`config.mk`:
```
export PLATFORM = sky130hd
export DESIGN_NAME = log_replay_cmp
export DESIGN_NICKNAME = d
export VERILOG_FILES = /design/src/rtl/rplc_pkg.sv /design/src/rtl/rplc_access_cmp.sv /design/src/rtl/rplc_ckpt_cmp.sv /design/src/rtl/rplc_err_latch.sv /design/src/rtl/log_replay_cmp.sv
export SDC_FILE = /design/constraint.sdc
export NUM_CORES = 1
export LEC_CHECK = 0
export ABC_AREA = 1
export BUFFER_PORTS_ARGS = -buffer_cell sky130_fd_sc_hd__buf_2
export CORE_AREA = 2 2 270 272
export CTS_CLUSTER_DIAMETER = 80
export CTS_CLUSTER_SIZE = 14
export DETAILED_ROUTE_END_ITERATION = 10
export DIE_AREA = 0 0 272 274
export GPL_TIMING_DRIVEN = 0
export HOLD_SLACK_MARGIN = 0.06
export PLACE_DENSITY = 0.37
export SLEW_MARGIN = 20
export SYNTH_ARGS = -nofsm -noshare
export SYNTH_HDL_FRONTEND = slang
export SYNTH_SLANG_ARGS = --single-unit
```
`constraint.sdc`:
```
create_clock -name clk -period 3.5 [get_ports clk]
set_input_delay 0.525 -clock clk [delete_from_list [all_inputs] [get_ports clk]]
set_output_delay 0.525 -clock clk [all_outputs]
set_load 0.03 [all_outputs]
```
`src/rtl/rplc_pkg.sv`:
```
package rplc_pkg;

  typedef enum logic [2:0] {
    ERR_NONE     = 3'd0,
    ERR_LD_ADDR  = 3'd1,
    ERR_ST_ADDR  = 3'd2,
    ERR_ST_DATA  = 3'd3,
    ERR_CKPT     = 3'd4,
    ERR_TYPE     = 3'd5,
    ERR_UNDERRUN = 3'd6,
    ERR_OVERRUN  = 3'd7
  } err_kind_e;

endpackage

```
`src/rtl/rplc_access_cmp.sv`:
```
module rplc_access_cmp
  import rplc_pkg::*;
#(
  parameter int AW = 32,
  parameter int DW = 32
) (
  input  logic          acc_vld,
  input  logic          acc_st,
  input  logic [AW-1:0] acc_addr,
  input  logic [DW-1:0] acc_wdata,
  input  logic          ent_avail,
  input  logic          ent_st,
  input  logic [AW-1:0] ent_addr,
  input  logic [DW-1:0] ent_data,
  output logic          acc_err,
  output err_kind_e     acc_kind
);

  logic addr_eq;
  logic data_eq;

  assign addr_eq = (acc_addr == ent_addr);
  assign data_eq = (acc_wdata == ent_data);

  always_comb begin
    acc_err  = 1'b0;
    acc_kind = ERR_NONE;
    if (acc_vld) begin
      if (!ent_avail) begin
        acc_err  = 1'b1;
        acc_kind = ERR_UNDERRUN;
      end else if (acc_st != ent_st) begin
        acc_err  = 1'b1;
        acc_kind = ERR_TYPE;
      end else if (!addr_eq) begin
        acc_err  = 1'b1;
        acc_kind = acc_st ? ERR_ST_ADDR : ERR_LD_ADDR;
      end else if (acc_st && !data_eq) begin
        acc_err  = 1'b1;
        acc_kind = ERR_ST_DATA;
      end
    end
  end

endmodule

```
`src/rtl/rplc_ckpt_cmp.sv`:
```
module rplc_ckpt_cmp #(
  parameter int NREG = 8,
  parameter int DW   = 32
) (
  input  logic [NREG*DW-1:0] eng_regs,
  input  logic [NREG*DW-1:0] ckpt_regs,
  output logic               any_miss
);

  logic [NREG-1:0] reg_miss;

  for (genvar g = 0; g < NREG; g++) begin : g_reg
    assign reg_miss[g] = (eng_regs[g*DW +: DW] != ckpt_regs[g*DW +: DW]);
  end

  assign any_miss = |reg_miss;

endmodule

```
`src/rtl/rplc_err_latch.sv`:
```
module rplc_err_latch
  import rplc_pkg::*;
#(
  parameter int IW = 11
) (
  input  logic          clk,
  input  logic          rst_n,
  input  logic          det_vld,
  input  err_kind_e     det_kind,
  input  logic [IW-1:0] det_idx,
  input  logic          clr,
  output logic          flag,
  output err_kind_e     kind,
  output logic [IW-1:0] idx
);

  logic          flag_q, flag_d;
  err_kind_e     kind_q, kind_d;
  logic [IW-1:0] idx_q, idx_d;
  logic          capture;
  logic          upd_en;

  assign capture = det_vld && (!flag_q || clr);
  assign upd_en  = capture || clr;

  always_comb begin
    flag_d = flag_q;
    kind_d = kind_q;
    idx_d  = idx_q;
    if (capture) begin
      flag_d = 1'b1;
      kind_d = det_kind;
      idx_d  = det_idx;
    end else if (clr) begin
      flag_d = 1'b0;
      kind_d = ERR_NONE;
      idx_d  = '0;
    end
  end

  always_ff @(posedge clk or negedge rst_n) begin
    if (!rst_n) begin
      flag_q <= 1'b0;
      kind_q <= ERR_NONE;
      idx_q  <= '0;
    end else if (upd_en) begin
      flag_q <= flag_d;
      kind_q <= kind_d;
      idx_q  <= idx_d;
    end
  end

  assign flag = flag_q;
  assign kind = kind_q;
  assign idx  = idx_q;

endmodule

```
`src/rtl/log_replay_cmp.sv`:
```
module log_replay_cmp
  import rplc_pkg::*;
#(
  parameter int AW      = 32,
  parameter int DW      = 32,
  parameter int NREG    = 8,
  parameter int MAX_ENT = 1024,
  localparam int IW     = $clog2(MAX_ENT + 1)
) (
  input  logic               clk,
  input  logic               rst_n,
  input  logic               req_vld,
  input  logic               req_st,
  input  logic [AW-1:0]      req_addr,
  input  logic [DW-1:0]      req_wdata,
  output logic               rsp_vld,
  output logic [DW-1:0]      rsp_rdata,
  input  logic               log_avail,
  input  logic               log_st,
  input  logic [AW-1:0]      log_addr,
  input  logic [DW-1:0]      log_data,
  output logic               log_pop,
  input  logic               seg_end,
  input  logic [NREG*DW-1:0] eng_regs,
  input  logic [NREG*DW-1:0] ckpt_regs,
  input  logic               err_clr,
  output logic               err_flag,
  output logic [2:0]         err_kind,
  output logic [IW-1:0]      err_idx
);

  logic          acc_vld;
  logic          acc_err;
  err_kind_e     acc_kind;
  logic          ckpt_miss;
  logic          det_vld;
  err_kind_e     det_kind;
  err_kind_e     kind_q;

  logic [IW-1:0] cnt_q, cnt_d;
  logic          cnt_en;
  logic          rsp_vld_q;
  logic [DW-1:0] rdata_q, rdata_d;

  // a request coinciding with segment end is not taken
  assign acc_vld = req_vld && !seg_end;
  assign log_pop = acc_vld && log_avail;

  rplc_access_cmp #(.AW(AW), .DW(DW)) u_acc (
    .acc_vld   (acc_vld),
    .acc_st    (req_st),
    .acc_addr  (req_addr),
    .acc_wdata (req_wdata),
    .ent_avail (log_avail),
    .ent_st    (log_st),
    .ent_addr  (log_addr),
    .ent_data  (log_data),
    .acc_err   (acc_err),
    .acc_kind  (acc_kind)
  );

  rplc_ckpt_cmp #(.NREG(NREG), .DW(DW)) u_ckpt (
    .eng_regs  (eng_regs),
    .ckpt_regs (ckpt_regs),
    .any_miss  (ckpt_miss)
  );

  always_comb begin
    det_vld  = acc_err;
    det_kind = acc_kind;
    if (seg_end) begin
      det_vld  = log_avail || ckpt_miss;
      det_kind = log_avail ? ERR_OVERRUN : ERR_CKPT;
    end
  end

  rplc_err_latch #(.IW(IW)) u_err (
    .clk      (clk),
    .rst_n    (rst_n),
    .det_vld  (det_vld),
    .det_kind (det_kind),
    .det_idx  (cnt_q),
    .clr      (err_clr),
    .flag     (err_flag),
    .kind     (kind_q),
    .idx      (err_idx)
  );

  assign err_kind = kind_q;

  // segment entry counter
  assign cnt_en = seg_end || log_pop;

  always_comb begin
    if (seg_end) cnt_d = '0;
    else         cnt_d = cnt_q + 1'b1;
  end

  always_ff @(posedge clk or negedge rst_n) begin
    if (!rst_n)      cnt_q <= '0;
    else if (cnt_en) cnt_q <= cnt_d;
  end

  // response path
  assign rdata_d = req_st ? '0 : log_data;

  always_ff @(posedge clk or negedge rst_n) begin
    if (!rst_n) rsp_vld_q <= 1'b0;
    else        rsp_vld_q <= log_pop;
  end

  always_ff @(posedge clk or negedge rst_n) begin
    if (!rst_n)       rdata_q <= '0;
    else if (log_pop) rdata_q <= rdata_d;
  end

  assign rsp_vld   = rsp_vld_q;
  assign rsp_rdata = rdata_q;

endmodule

```
==> results of run 1 <==
-- per-layer routing --
layer / part of all wire (%) / wire (um) / vias to the layer above / global-route usage [%]
met1: 41 / 17700 / 4206 / 12.6
met3: 7.1 / 3110 / 57 / 2.71
met5: 0.29 / 125 / - / 0
met4: 1.9 / 819 / 20 / 2.37
li1: - / - / 5456 / -
met2: 50 / 21900 / 402 / 20.5
-- where the power goes --
part / switching (uW) / total, uW / internal, uW / leakage, uW
clock network: 324 / 891 / 566 / 0.000145
logic: 693 / 1240 / 546 / 0.00631
registers: 33.5 / 772 / 738 / 0.000790
total: 1050 / 2900 / 1850 / 0.00724
-- timing repair --
action | in CTS | in global routing
gates resized for setup | 1 | 0
hold endpoints to repair | 0 | 0
setup endpoints to repair | 13 | 0
-- through the flow --
| step | setup WS, ns | TNS, ns |
|---|---|---|
| floorplan | 1.38 | 0 |
| global placement | -0.483 | -6.49 |
| detailed placement | -0.497 | -6.73 |
| CTS | 0.244 | 0 |
| global route | 0.150 | 0 |
| finish | 0.399 | 0 |
-- critical path: cells and delay by family --
kind / cells / cell delay (ns)
buf+inv: 2 / 0.28
xor+xnor: 1 / 0.21
simple gates: 12 / 2.29
-- registers in the layout, indices dropped and copies added (netlist names) --
| register | flops |
|---|---|
| u_err.flag | 1 |
| cnt_q | 11 |
| rsp_rdata | 32 |
| u_err.kind | 3 |
| u_err.idx | 11 |
| rsp_vld | 1 |
-- cell families (layout without fill, tap and decap cells) --
group / Yosys count / in the layout / synth area share [%]
AO/OA/AOI/OAI: 110 / 110 / 7.82
XOR/XNOR: 148 / 148 / 17.4
adder cells (fa/ha/maj): 1 / 1 / 0.167
buffers and inverters: 248 / 960 / 12.8
flip-flops: 59 / 59 / 19.8
other: 0 / 3 / 0
AND/OR/NAND/NOR: 774 / 774 / 42.1
-- area by class of cell --
class / instances / area, um^2 / share of cell area, %
plain buffers: 15 / 78.8 / 0.632
repair buffers: 696 / 3500 / 28.1
flip-flops and latches: 59 / 1480 / 11.8
diodes: 3 / 7.51 / 0.0602
multi-input cells: 1033 / 5040 / 40.4
clock buffers: 11 / 243 / 1.95
inverters: 233 / 875 / 7.01
clock inverters: 5 / 52.6 / 0.421
well taps: 959 / 1200 / 9.62
-- synthesized netlist by cell type (2+ instances only) --
cell type  instances
or2_0              3
o21ai_1            6
o21ai_0           81
nor2_1           220
buf_2              2
nand2_4            2
nand3_1           82
xor2_1            82
nand4_1           11
nand2_1          420
clkbuf_1          11
inv_1            232
dfrtp_1           59
nor3_1            15
nand3_2            3
o31ai_1            4
a21oi_1            9
or2_2             10
xnor2_1           66
nand2_2            4
o22ai_1            4
-- path summary, 6_finish.rpt --
kind	endpoint	cells past startpoint	slack (ns)	start
setup / recovery	u_err.kind[2]$_DFFE_PN0P_	15	0.40	ckpt_regs[116]
hold / removal	rsp_rdata[14]$_DFFE_PN0P_	1	0.14	rst_n
setup reg to reg	cnt_q[10]$_DFFE_PN0P_	13	1.82	cnt_q[0]$_DFFE_PN0P_
hold reg to reg	rsp_rdata[20]$_DFFE_PN0P_	2	0.47	rsp_rdata[20]$_DFFE_PN0P_
max in group asynchronous	rsp_rdata[10]$_DFFE_PN0P_	2	2.83	rst_n
min in group clk	rsp_rdata[28]$_DFFE_PN0P_	3	0.45	log_data[28]
==> impl_metrics.tcl, run 1 <==
set metrics [dict create \
    synth.distinct_cells 35 \
    setup_viol 0 \
    synthTopCellsByArea "nand2_1, dfrtp_1, inv_1, nor2_1, xor2_1" \
    dieArea_um2 74500 \
    finalHoldViolations 0 \
    total_leakage_power_uw 0.00724 \
    drt-pass1-iter-count 5 \
    syn-cell-area_um2 7470 \
    slew_viol_final 0 \
    yosysTopAreaCell "nand2_1" \
    start_util_pct 10.4 \
    io_buffers 695 \
    crit_fanout 10 \
    layout_min_cycle_time_ns 3.10 \
    fillers 8581 \
    synth-edff-count 0 \
    root_buffer "clkbuf_16" \
    antenna_left 0 \
    area_delta_synth_final_pct 67.1 \
    num_rows 99 \
    ir_drop_mv 0.146 \
    cts_buffer_depth 2 \
    htree_levels 3 \
    relSlewSlack_pct 32.7 \
    min_path_type "in -> async" \
    path_class "in -> reg" \
    die-height_um 274 \
    via_per_inst 3.36 \
    endpoint_kind "flop" \
    dp_hpwl_um 40300 \
    power.density_nw_per_um2 232 \
    coreArea_um2 72000 \
    synth_top_area_share_pct 21.1 \
    most-common-layout-cells "buf_2, nand2_1, inv_1" \
    cts_hold_buffers 0 \
    placed_cells 2995 \
    synth-async-reset-ratio_pct 100 \
    clock_latency_ns 0.34 \
    synth-main-ff-cell "dfrtp_1" \
    max_slew.worst_pin.slew_ns 1.01 \
    wl_um 43700 \
    layout-drive-gt1-share_pct 36.0 \
    syn_nets 1989 \
    cts_tree "done" \
    yosysWarnings 0 \
    clkSlewWorstSetupHoldPaths_ns 0.06 \
    whs_ns 0.144 \
    cpMaxStageDelayCell "nor2_1" \
    dr_total_vias 10100 \
    status "completed" \
    yosysSeqAreaShare_pct 19.8 \
    numCtsBuffers 9 \
    cts.sinks 59 \
    critPathMaxStageDelay_ns 0.79 \
    worstPathArrival_ns 3.33 \
    fmax_ghz 0.322 \
    cap_viol_max_count 0 \
    wl_per_cell_um 14.5 \
    stdcell_area_um2 12500 \
    drc 0 \
    grt_pass1_vias 10100 \
    finalCritPeriodShare_pct 88.6 \
    instances_no_fill 3014 \
    globalplace.congestion 0.864 \
    drtIter0Drc 303 \
    start_kind "input pin" \
    grt_usage_pct 11.0 \
    postPlaceCellArea_um2 12200 \
    antenna_found_initial 17 \
    post-cts-setup-buffers 0 \
    power_uw 2900 \
    grt_pass1_wl_um 60600 \
    cpMostUsedCell "nand2_1" \
    worstPathRequired_ns 3.73 \
    rsz0062_at_grt "false" \
    synth_cells 1340 \
    worst_clock_skew_ns 0.00506 \
    grt_max_degree 34 \
    ys_seq_elements 59 \
    cp_cell_sequence "buf_2 -> xor2_1 -> nor2_1 -> nand2_1 -> nor2_1 -> nand2_1 -> nor2_1 -> nand2_1 -> nor2_1 -> nand2_1 -> nand2_2 -> nand2_4 -> buf_2 -> nand3_1 -> nand2_1" \
    grt_overflow 0 \
    die_w_um 272 \
    final_util_pct 17.3 \
    layout.nets 2696 \
    final_common_cell "buf_2" \
    ios 697 \
    synth.avg_cell_area_um2 5.57 \
]
(Power assumes the default switching activity.)
==> run 2: changes to the inputs <==
--- a/config.mk
+++ b/config.mk
@@ -5,16 +5,15 @@
 export SDC_FILE = /design/constraint.sdc
 export NUM_CORES = 1
 export LEC_CHECK = 0
-export ABC_AREA = 1
 export BUFFER_PORTS_ARGS = -buffer_cell sky130_fd_sc_hd__buf_2
-export CORE_AREA = 2 2 270 272
+export CORE_AREA = 2 2 268 270
 export CTS_CLUSTER_DIAMETER = 80
 export CTS_CLUSTER_SIZE = 14
 export DETAILED_ROUTE_END_ITERATION = 10
-export DIE_AREA = 0 0 272 274
+export DIE_AREA = 0 0 270 272
 export GPL_TIMING_DRIVEN = 0
 export HOLD_SLACK_MARGIN = 0.06
-export PLACE_DENSITY = 0.37
+export PLACE_DENSITY_LB_ADDON = 0.2
 export SLEW_MARGIN = 20
 export SYNTH_ARGS = -nofsm -noshare
 export SYNTH_HDL_FRONTEND = slang
==> impl_metrics.tcl, run 2 <==
set metrics [dict create \
    synth.most_common_cell "nor2b_1" \
    cpMaxStageDelayCell "or4b_4" \
    ios 697 \
    setup_viol 0 \
    synthTopCellsByArea "dfrtp_1, xor2_1, xnor2_1, nor2b_1, nand2b_1" \
    most-common-layout-cells "buf_2, nor2b_1, xor2_1" \
    grt_usage_pct 15.6 \
    cap_viol_max_count 0 \
    layout.nets 2203 \
    critPathMaxStageDelay_ns 0.55 \
    grt_pass1_wl_um 79000 \
    clock_latency_ns 0.32 \
    r2r_slack_ns 1.90 \
    ir_drop_mv 0.252 \
    dr_total_vias 9148 \
    slew_viol_final 0 \
    drc 0 \
    cts_buffer_depth 2 \
    antenna_found_initial 38 \
    synth_common_cells "nor2b_1, xor2_1, inv_1, xnor2_1, dfrtp_1" \
    dp_hpwl_um 56400 \
    start_util_pct 9.56 \
    cts.sinks 59 \
    relSlewSlack_pct 40.7 \
    wl_um 59800 \
    min_path_type "in -> async" \
    layout_min_cycle_time_ns 3.36 \
    status "completed" \
    io_buffers 695 \
    r2r_cells 4 \
    syn-cell-area_um2 6760 \
    grt_overflow 0 \
    drtIter0Drc 301 \
    ys_seq_elements 59 \
    grt_pass1_vias 9932 \
    synth-async-reset-ratio_pct 100 \
    fmax_ghz 0.298 \
    start_kind "input pin" \
    rsz0062_at_grt "false" \
    worstPathRequired_ns 3.71 \
    finalHoldViolations 0 \
    clkSlewWorstSetupHoldPaths_ns 0.05 \
    die_w_um 270 \
    worst_clock_skew_ns 0.00911 \
    yosysSeqAreaShare_pct 21.8 \
    via_per_inst 3.63 \
    synth-edff-count 0 \
    cts_tree "done" \
    max_slew.worst_pin.slew_ns 0.887 \
    drt-pass1-iter-count 4 \
    synth.avg_cell_area_um2 8.01 \
    final_common_cell "buf_2" \
    yosysTopAreaCell "dfrtp_1" \
    numCtsBuffers 9 \
    antenna_left 0 \
    grt_max_degree 33 \
    whs_ns 0.163 \
    crit_fanout 10 \
    worst_slack_ns 0.144 \
    htree_levels 3 \
    endpoint_kind "flop" \
    largest_reg_flops 32 \
    wl_per_cell_um 23.7 \
    final_util_pct 16.9 \
    num_rows 98 \
    total_leakage_power_uw 0.00578 \
    cp_cell_sequence "buf_2 -> xor2_1 -> nor4_1 -> nand4_1 -> nor4_4 -> or4b_4 -> o41ai_4 -> a21oi_2 -> buf_6 -> mux2_4" \
    instances_no_fill 2522 \
    power.density_nw_per_um2 252 \
    r2r_start "cnt_q[0]$_DFFE_PN0P_" \
    syn_nets 1493 \
    synth_cells 844 \
    synth_top_area_share_pct 21.8 \
    fillers 8295 \
    root_buffer "clkbuf_16" \
    worstPathArrival_ns 3.56 \
    die-height_um 272 \
    crit_end "u_err.idx[3]$_DFFE_PN0P_" \
    placed_cells 2492 \
    yosysWarnings 0 \
    globalplace.congestion 0.948 \
    cts_hold_buffers 0 \
    dieArea_um2 73400 \
    synth-main-ff-cell "dfrtp_1" \
    crit_start "ckpt_regs[167]" \
    dp_slack_ns -1.03 \
    layout-drive-gt1-share_pct 47.6 \
    path_class "in -> reg" \
    coreArea_um2 70800 \
    synth.distinct_cells 45 \
    rr_endpoint "cnt_q[10]$_DFFE_PN0P_" \
    finalCritPeriodShare_pct 95.9 \
    area_delta_synth_final_pct 76.6 \
]
-- run 2: logic make-up (layout without fill, tap and decap cells) --
logic type               Yosys count  in the layout  synth area share (%)
multiplexers                      14             14                  2.72
XOR/XNOR                         197            197                  25.5
AND/OR/NAND/NOR                  330            330                  28.8
AO/OA/AOI/OAI                    141            141                  15.2
adder cells (fa/ha/maj)            1              1                 0.185
flip-flops                        59             59                  21.8
buffers and inverters            102            816                  5.77
other                              0             14                     0
-- run 2: worst min-delay path by stage --
stage | startpoint | end | depth (start not counted)
final | rst_n | rsp_vld$_DFF_PN0_ | 1
after global routing | rst_n | rsp_rdata[25]$_DFFE_PN0P_ | 1
after CTS | rst_n | rsp_rdata[22]$_DFFE_PN0P_ | 1
after detailed placement | rsp_rdata[19]$_DFFE_PN0P_ | rsp_rdata[19]$_DFFE_PN0P_ | 2
after global placement | rsp_rdata[8]$_DFFE_PN0P_ | rsp_rdata[8]$_DFFE_PN0P_ | 2
after floorplan | rst_n | cnt_q[0]$_DFFE_PN0P_ | 0
-- run 2: cell type report --
type / instances / area [um^2] / area share [%]
buffer: 15 / 63.8 / 0.535
timing repair buffer: 699 / 3520 / 29.5
inverter: 87 / 327 / 2.74
multi-input combinational: 683 / 5000 / 41.9
sequential: 59 / 1480 / 12.4
tap: 950 / 1190 / 9.96
antenna: 14 / 35.0 / 0.293
clock buffer: 11 / 253 / 2.12
clock inverter: 4 / 73.8 / 0.618
-- run 2: worst max-delay path: cells and delay by family --
kind                   cells  cell delay [ns]
AND/OR/NAND/NOR            4             1.65
multiplexers               1             0.30
AO/OA/AOI/OAI              2             0.55
buffers and inverters      2             0.29
XOR/XNOR                   1             0.23
-- run 2: report_power, final --
group	total (uW)	internal (uW)	switching (uW)
logic	1270	560	713
clock network	968	657	311
registers	769	737	32.1
total	3010	1950	1060
-- run 2: per-layer routing --
layer / vias up / wire length (um) / global-route usage (%)
met2: 487 / 32200 / 30.3
met1: 4164 / 20300 / 15.5
met5: - / 105 / 0
met3: 92 / 5020 / 4.35
met4: 18 / 2220 / 6.30
li1: 4387 / - / -
-- run 2: timing repair --
item / 4_1_cts / 5_1_grt
pin swaps: 1 / 1
gates cloned: 0 / 0
endpoints found under the setup margin: 15 / 8
gates resized for setup: 14 / 4
setup buffers: 1 / 0
-- run 2: stage by stage --
stage                     power (uW)  setup TNS, ns  area, um^2
final                           3010              0       11900
after global routing            3170              0       11900
after CTS                       3060              0       11900
after detailed placement        2060         -13.52       11500
after floorplan                 1280              0        6760
after global placement          2050         -25.29       11400
==> run 3: changes to the inputs <==
--- a/config.mk
+++ b/config.mk
@@ -13,7 +13,6 @@
 export DIE_AREA = 0 0 270 272
 export GPL_TIMING_DRIVEN = 0
 export HOLD_SLACK_MARGIN = 0.06
-export PLACE_DENSITY_LB_ADDON = 0.2
 export SLEW_MARGIN = 20
 export SYNTH_ARGS = -nofsm -noshare
 export SYNTH_HDL_FRONTEND = slang
==> impl_metrics.tcl, run 3 (synthesis gave the netlist of run 2 again) <==
set metrics [dict create \
    num_rows 98 \
    rsz0062_at_grt "true" \
    power.density_nw_per_um2 253 \
    globalplace.congestion 0.974 \
    worst_clock_skew_ns 0.0102 \
    path_buf_inv 3 \
    grt_overflow 0 \
    slew_viol_final 0 \
    multi_input_area_um2 5020 \
    htree_levels 3 \
    instances_no_fill 2524 \
    r2r_slack_ns 1.93 \
    coreArea_um2 70800 \
    cpLargestDelayFamily "simple AND/OR/NAND/NOR gates" \
    grt_max_degree 60 \
    layout_min_cycle_time_ns 3.41 \
    layout-drive-gt1-share_pct 48.0 \
    finalCritPeriodShare_pct 97.4 \
    grt_pass1_vias 9844 \
    critPathMaxStageDelay_ns 0.67 \
    postPlaceCellArea_um2 11500 \
    final_common_cell "buf_2" \
    crit_fanout 5 \
    antenna_left 0 \
    total_leakage_power_uw 0.00582 \
    path_class "in -> reg" \
    dieArea_um2 73400 \
    rr_endpoint "cnt_q[10]$_DFFE_PN0P_" \
    clkSlewWorstSetupHoldPaths_ns 0.06 \
    ios 697 \
    cts.sinks 59 \
    io_buffers 695 \
    max_slew.worst_pin.slew_ns 0.871 \
    wl_per_cell_um 23.5 \
    worst_slack_ns 0.0904 \
    register_area_um2 1480 \
    cap_viol_max_count 0 \
    fillers 8178 \
    drc 0 \
    finalHoldViolations 0 \
    wl_um 59300 \
    cts_buffer_depth 2 \
    cts_tree "done" \
    relSlewSlack_pct 41.8 \
    numCtsBuffers 9 \
    cts_hold_buffers 0 \
    via_per_inst 3.73 \
    min_path_type "in -> async" \
    antenna_found_initial 43 \
    die_w_um 270 \
    start_kind "input pin" \
    start_util_pct 9.56 \
    dr_total_vias 9413 \
    ir_drop_mv 0.241 \
    most-common-layout-cells "buf_2, nor2b_1, xor2_1" \
    dp_hpwl_um 55700 \
    largest_reg_flops 32 \
    worstPathArrival_ns 3.62 \
    setup_viol 0 \
    stdcell_area_um2 12000 \
    worstPathRequired_ns 3.71 \
    cpMaxStageDelayCell "a2111oi_2" \
    placed_cells 2492 \
    cp_cell_sequence "buf_2 -> nor2b_1 -> a2111oi_2 -> nand4_1 -> nor4_4 -> nand3_1 -> o41ai_4 -> buf_4 -> a21oi_4 -> buf_6 -> mux2_4" \
    grt_usage_pct 15.4 \
    area_delta_synth_final_pct 77.3 \
    dp_slack_ns -1.26 \
    die-height_um 272 \
    crit_cells 11 \
    whs_ns 0.250 \
    layout.nets 2208 \
    status "completed" \
    grt_pass1_wl_um 77100 \
    fmax_ghz 0.293 \
    tns_ns 0 \
    drt-pass1-iter-count 5 \
    clock_latency_ns 0.33 \
    r2r_start "cnt_q[0]$_DFFE_PN0P_" \
    drtIter0Drc 434 \
    root_buffer "clkbuf_16" \
    r2r_cells 4 \
    endpoint_kind "flop" \
]
run 3: cell type report:
class	count	area share (%)
multi-input combinational	683	41.9
timing repair buffer	704	29.7
sequential	59	12.3
tap	950	9.91
inverter	87	2.72
clock buffer	9	1.88
clock inverter	7	0.835
buffer	15	0.532
antenna	10	0.209
run 3: through the flow:
step | util, % | total power, uW
after global routing | 16.9 | 3190
after CTS | 16.9 | 3060
final | 16.9 | 3040
after detailed placement | 16.2 | 2060
after global placement | 16.2 | 2050
after floorplan | - | 1280
run 3: metal layers:
layer,track usage [%],part of all wire (%),vias up,routed length (um)
li1,-,-,4393,-
met1,16.2,37,4270,21700
met2,27.5,48,600,28400
met3,4.64,8.9,134,5260
met4,8.13,6.4,16,3800
met5,0,0.16,-,94
run 3: how the worst max path moves through the flow:
| stage | start | to |
|---|---|---|
| floorplan | eng_regs[184] | u_err.idx[0]$_DFFE_PN0P_ |
| global placement | ckpt_regs[250] | u_err.idx[1]$_DFFE_PN0P_ |
| detailed placement | ckpt_regs[8] | u_err.idx[1]$_DFFE_PN0P_ |
| CTS | eng_regs[227] | u_err.idx[2]$_DFFE_PN0P_ |
| global route | eng_regs[227] | u_err.idx[1]$_DFFE_PN0P_ |
| finish | ckpt_regs[59] | u_err.idx[1]$_DFFE_PN0P_ |
run 3: power breakdown:
part,internal (uW),switching [uW]
Combinational,568,725
Sequential,737,36.3
Clock,629,342
run 3: repair_timing:
item                                    4_1_cts  5_1_grt
gates cloned                                  1        0
endpoints found under the setup margin       15       13
pin swaps                                     5        1
setup buffers                                 4        1
resized for setup                            21        8
hold endpoints to repair                      0        0
run 3: worst register-to-register path: cells and delay by family (launching register included):
kind,cells,cell delay [ns]
AO/OA/AOI/OAI,1,0.15
AND/OR/NAND/NOR,2,0.65
adder cells (fa/ha/maj),1,0.23
flip-flops,1,0.45
